**src/rtl/hbwd_pkg.sv**
```systemverilog
`timescale 1ns/1ps
package hbwd_pkg;

    typedef enum logic [1:0] {
        WD_HELD    = 2'd0,
        WD_ARMED   = 2'd1,
        WD_EXPIRED = 2'd2
    } wd_state_e;

endpackage

```
**src/rtl/wdg_edge_detect.sv**
```systemverilog
`timescale 1ns/1ps
module wdg_edge_detect (
    input  logic clk,
    input  logic rst_n,
    input  logic level,
    input  logic driven,
    output logic activity
);

    logic level_q;
    logic driven_q;

    // The previous sample is reloaded every cycle. An edge therefore only counts
    // when the line was driven in both the previous and the current cycle.
    always_ff @(posedge clk or negedge rst_n) begin
        if (!rst_n) begin
            level_q  <= 1'b0;
            driven_q <= 1'b0;
        end else begin
            level_q  <= level;
            driven_q <= driven;
        end
    end

    always_comb begin
        activity = driven & driven_q & (level ^ level_q);
    end

endmodule

```
**src/rtl/wdg_idle_timer.sv**
```systemverilog
`timescale 1ns/1ps
module wdg_idle_timer #(
    parameter int unsigned TIMEOUT_CYC = 20,
    parameter int unsigned CNT_W       = 5
) (
    input  logic             clk,
    input  logic             rst_n,
    input  logic             clear,
    output logic [CNT_W-1:0] idle_cnt,
    output logic             near_term
);

    localparam logic [CNT_W-1:0] TERM = CNT_W'(TIMEOUT_CYC);
    localparam logic [CNT_W-1:0] LAST = CNT_W'(TIMEOUT_CYC - 1);
    localparam logic [CNT_W-1:0] ONE  = CNT_W'(1);

    logic [CNT_W-1:0] cnt_q;

    always_ff @(posedge clk or negedge rst_n) begin
        if (!rst_n) begin
            cnt_q <= '0;
        end else if (clear) begin
            cnt_q <= '0;
        end else if (cnt_q != TERM) begin
            cnt_q <= cnt_q + ONE;
        end
    end

    always_comb begin
        idle_cnt  = cnt_q;
        near_term = (cnt_q == LAST);
    end

endmodule

```
**src/rtl/heartbeat_watchdog.sv**
```systemverilog
`timescale 1ns/1ps
module heartbeat_watchdog #(
    parameter int unsigned TIMEOUT_CYC = 400_000_000
) (
    input  logic clk,
    input  logic rst_n,
    input  logic hb_level,
    input  logic hb_driven,
    input  logic supply_low,
    input  logic sys_reset_active,
    output logic wdog_n
);
    import hbwd_pkg::*;

    localparam int unsigned CNT_W = $clog2(TIMEOUT_CYC + 1);

    logic             hb_act;
    logic             hold;
    logic             clear;
    logic [CNT_W-1:0] idle_cnt;
    logic             near_term;
    wd_state_e        state_q;
    wd_state_e        state_d;

    wdg_edge_detect u_edge (
        .clk      (clk),
        .rst_n    (rst_n),
        .level    (hb_level),
        .driven   (hb_driven),
        .activity (hb_act)
    );

    always_comb begin
        hold  = sys_reset_active | ~hb_driven;
        clear = hold | hb_act;
    end

    wdg_idle_timer #(
        .TIMEOUT_CYC (TIMEOUT_CYC),
        .CNT_W       (CNT_W)
    ) u_timer (
        .clk       (clk),
        .rst_n     (rst_n),
        .clear     (clear),
        .idle_cnt  (idle_cnt),
        .near_term (near_term)
    );

    // State register
    always_ff @(posedge clk or negedge rst_n) begin
        if (!rst_n) begin
            state_q <= WD_HELD;
        end else begin
            state_q <= state_d;
        end
    end

    // Next-state logic
    always_comb begin
        state_d = state_q;
        if (hold) begin
            state_d = WD_HELD;
        end else begin
            unique case (state_q)
                WD_HELD:    state_d = WD_ARMED;
                WD_ARMED:   if (!hb_act && near_term) state_d = WD_EXPIRED;
                WD_EXPIRED: if (hb_act) state_d = WD_ARMED;
                default:    state_d = WD_HELD;
            endcase
        end
    end

    // Output: the supply-low path is combinational so it has no delay
    always_comb begin
        wdog_n = 1'b1;
        unique case (state_q)
            WD_EXPIRED: wdog_n = 1'b0;
            default:    wdog_n = 1'b1;
        endcase
        if (supply_low) wdog_n = 1'b0;
    end

endmodule

```
**config.mk**
```make
export PLATFORM = sky130hd
export DESIGN_NAME = heartbeat_watchdog
export DESIGN_NICKNAME = d
export VERILOG_FILES = /design/src/rtl/hbwd_pkg.sv /design/src/rtl/wdg_edge_detect.sv /design/src/rtl/wdg_idle_timer.sv /design/src/rtl/heartbeat_watchdog.sv
export SDC_FILE = /design/constraint.sdc
export NUM_CORES = 1
export LEC_CHECK = 0
export ABC_CLOCK_PERIOD_IN_PS = 1900
export BUFFER_PORTS_ARGS = -buffer_cell sky130_fd_sc_hd__buf_2
export CELL_PAD_IN_SITES_DETAIL_PLACEMENT = 0
export CELL_PAD_IN_SITES_GLOBAL_PLACEMENT = 1
export CORE_MARGIN = 3
export CORE_UTILIZATION = 47
export CTS_BUF_LIST = sky130_fd_sc_hd__clkbuf_16
export DETAILED_ROUTE_END_ITERATION = 7
export PLACE_DENSITY_LB_ADDON = 0.1
export SYNTH_ARGS = -nofsm -noshare
export SYNTH_HDL_FRONTEND = slang
export SYNTH_SLANG_ARGS = --single-unit
```
**constraint.sdc**
```tcl
create_clock -name clk -period 1.9 [get_ports clk]
set_clock_uncertainty 0.05 [all_clocks]
set_input_delay 0.475 -clock clk [delete_from_list [all_inputs] [get_ports clk]]
set_output_delay 0.475 -clock clk [all_outputs]
set_load 0.005 [all_outputs]
```
==> out/qor.csv <==
metric,value,unit
portBuffers,6,
cts.root.buffer_cell,clkbuf_16,
ys_async_sr_fraction,1.00,
ctsHoldBuffers,0,
area_growth,19.1,%
stdcell_area,2030,µm²
grt_pass1_wl,6.00,mm
viasPerCell,5.40,
crit_type,register to register,
fmax,546,MHz
clockPowerShare,0.493,
setup_viol,0,
crit_path_start_kind,register,
clkTransAtPathRegs,0.05,ns
synth.distinct_cells,26,
final_nets,206,
via_count,1322,
start_util,0.499,
status,finished clean,
syn_area,1710,µm²
cts.sink_count,33,
grt_pass1_vias,1318,
avgSynthCellArea,9.63,µm²
die_w,66.2,µm
avgRoutedWirePerCell,13.7,µm
p_sw,0.000310,W
io_pins,7,
finalWeightedCongestion,0.778,
synth_nets,185,
clock_latency,0.27,ns
synth_area_leader_cell,dfrtp_1,
coreArea,3420,µm²
p_leak,0.845,nW
ys_seq_area_frac,0.484,
combPwrFrac,0.034,
cap_violations,0,
crit_fanout,6,
cp.required,2.00,ns
clockBufferDepth,2,
internal-power,0.00120,W
drt_iter0_drc,65,
cts_buffers,5,
synth_edf_count,0,
ys_ff_latch,33,
htreeDepth,2,
syn_inst,177,
drc,0,
powerDensity,742,nW/µm²
first_pass_iters,4,
fp.dieArea,4390,µm²
synth.area.top_cells,"dfrtp_1, xor2_1, nor2_1",
slew_headroom,0.751,
pwr-share-seq,0.473,
overflow,0,
synthFlopType,dfrtp_1,
setup.worst_path.end_class,register,
switching_share,0.206,
arrival,1.93,ns
synth_top_area_frac,0.484,
n_antenna_cell,0,
postRouteAntennaNets,0,
grt_start_max_net_pins,34,
rsz0062_at_grt,true,
antenna_found_initial,0,
final-max-slew-violation-count,0,
dp_hpwl,2.33,mm
fin_util,0.595,
hold_viol,0,
place_area,1860,µm²
wirelength,3.35,mm
grtUsageTotal,0.180,
rows,21,
tightest_slew,0.368,ns
yosysWarnings,0,
finalCritPeriodShare,0.964,
hold_path.class,primary input to asynchronous set/reset pin,
die_h,66.2,µm
cts_tree,built,
max-vdd-ir-drop,479,µV
finalCriticalPeriod,1.83,ns
drive_gt1_frac,0.176,
registers in the layout, indices dropped and copies added, names as in the netlist:
name and flops:
u_edge.level_q 1, state_q 2, u_edge.driven_q 1, u_timer.idle_cnt 29
cell usage in the layout (no fill, tap or decap), types with 4 or more instances in the layout:
cell type  synthesis  routed
or3_1              5       5
buf_4              0      10
clkbuf_16          0       5
nand4_1            6       6
xor2_1            16      16
inv_1              5       5
nand2_1           19      19
o21ai_0            5       5
dfrtp_1           33      31
buf_2              0       6
nor2_1            34      33
nand3_2            3       4
nand3_1            9       8
and3_1             4       4
xnor2_1            8       8
a21oi_1            5       5
path summary, 6_finish.rpt:
path	startpoint	to	slack (ns)	depth (start not counted)
min reg2reg	u_timer.idle_cnt[28]	u_timer.idle_cnt[28]	0.51	2
max	u_timer.idle_cnt[7]	u_timer.idle_cnt[1]	0.07	5
min in group clk	hb_driven	u_edge.driven_q	0.27	1
max in group asynchronous	rst_n	u_timer.idle_cnt[2]	1.51	2
min	rst_n	u_timer.idle_cnt[26]	0.11	2
max reg2reg	u_timer.idle_cnt[7]	u_timer.idle_cnt[1]	0.07	5
routing by layer:
layer  vias to the layer above  global-route usage  wire length (µm)
li1                        647                   -                 -
met5                         -                   0                 0
met2                        12               0.280              1620
met1                       656               0.242              1600
met4                         0              0.0761                68
met3                         7              0.0357                71
power groups by stage:
stage,clock [W],combinational (W),sequential (W)
floorplan,0,0.0000208,0.000724
global placement,0,0.0000514,0.000724
detailed placement,0,0.0000529,0.000725
CTS,0.000765,0.0000532,0.000713
global route,0.000803,0.0000595,0.000713
finish,0.000744,0.0000511,0.000713
what timing repair did:
item | 4_1_cts | 5_1_grt
pin swaps | 1 | 2
gates resized for setup | 0 | 6
gates cloned | 0 | 0
setup buffers | 0 | 2
setup endpoints to repair | 1 | 10
endpoints found under the hold margin | 0 | 0
metrics by stage:
step	instances	total power, W	setup TNS [ns]	worst slack [ns]	hold WS [ns]
2_1_floorplan	177	0.000745	0	0.179	0.129
3_3_place_gp	235	0.000776	0	0.0906	0.394
3_5_place_dp	235	0.000777	-0.00764	-0.00764	0.397
4_1_cts	243	0.00153	0	0.0199	0.108
5_1_grt	245	0.00158	-0.0267	-0.0159	0.119
6_report	245	0.00151	0	0.0682	0.107
cells by family after synthesis:
family          after synthesis  share of synthesized area
fa+ha+maj                     2                     0.0147
xor+xnor                     24                      0.123
simple gates                 97                      0.318
buf+inv                       8                     0.0176
mux                           1                    0.00587
compound gates               12                     0.0367
flops                        33                      0.484
final cells by class:
class                           instances  area (µm²)
Multi-Input combinational cell        136         865
Inverter                                5        18.8
Clock inverter                          3        12.5
Timing Repair Buffer                   17         125
Tap cell                               46        57.6
Sequential cell                        33         828
Fill cell                             300        1380
Clock buffer                            5         125
Yosys cell counts, types with 4 or more instances:
cell type and n:
nand3_1 9, or3_1 5, nand2_1 19, a21oi_1 5
nand4_1 6, xnor2_1 8, nor2_1 34, inv_1 5
dfrtp_1 33, and3_1 4, xor2_1 16, o21ai_0 5
critical path, stage by stage (launching register included):
cell,delay (ns)
dfrtp_1,0.42
or4_1,0.58
nor4_4,0.26
buf_4,0.18
mux2i_1,0.18
nor2_1,0.05
No activity file was read; power rests on OpenSTA's default activity.
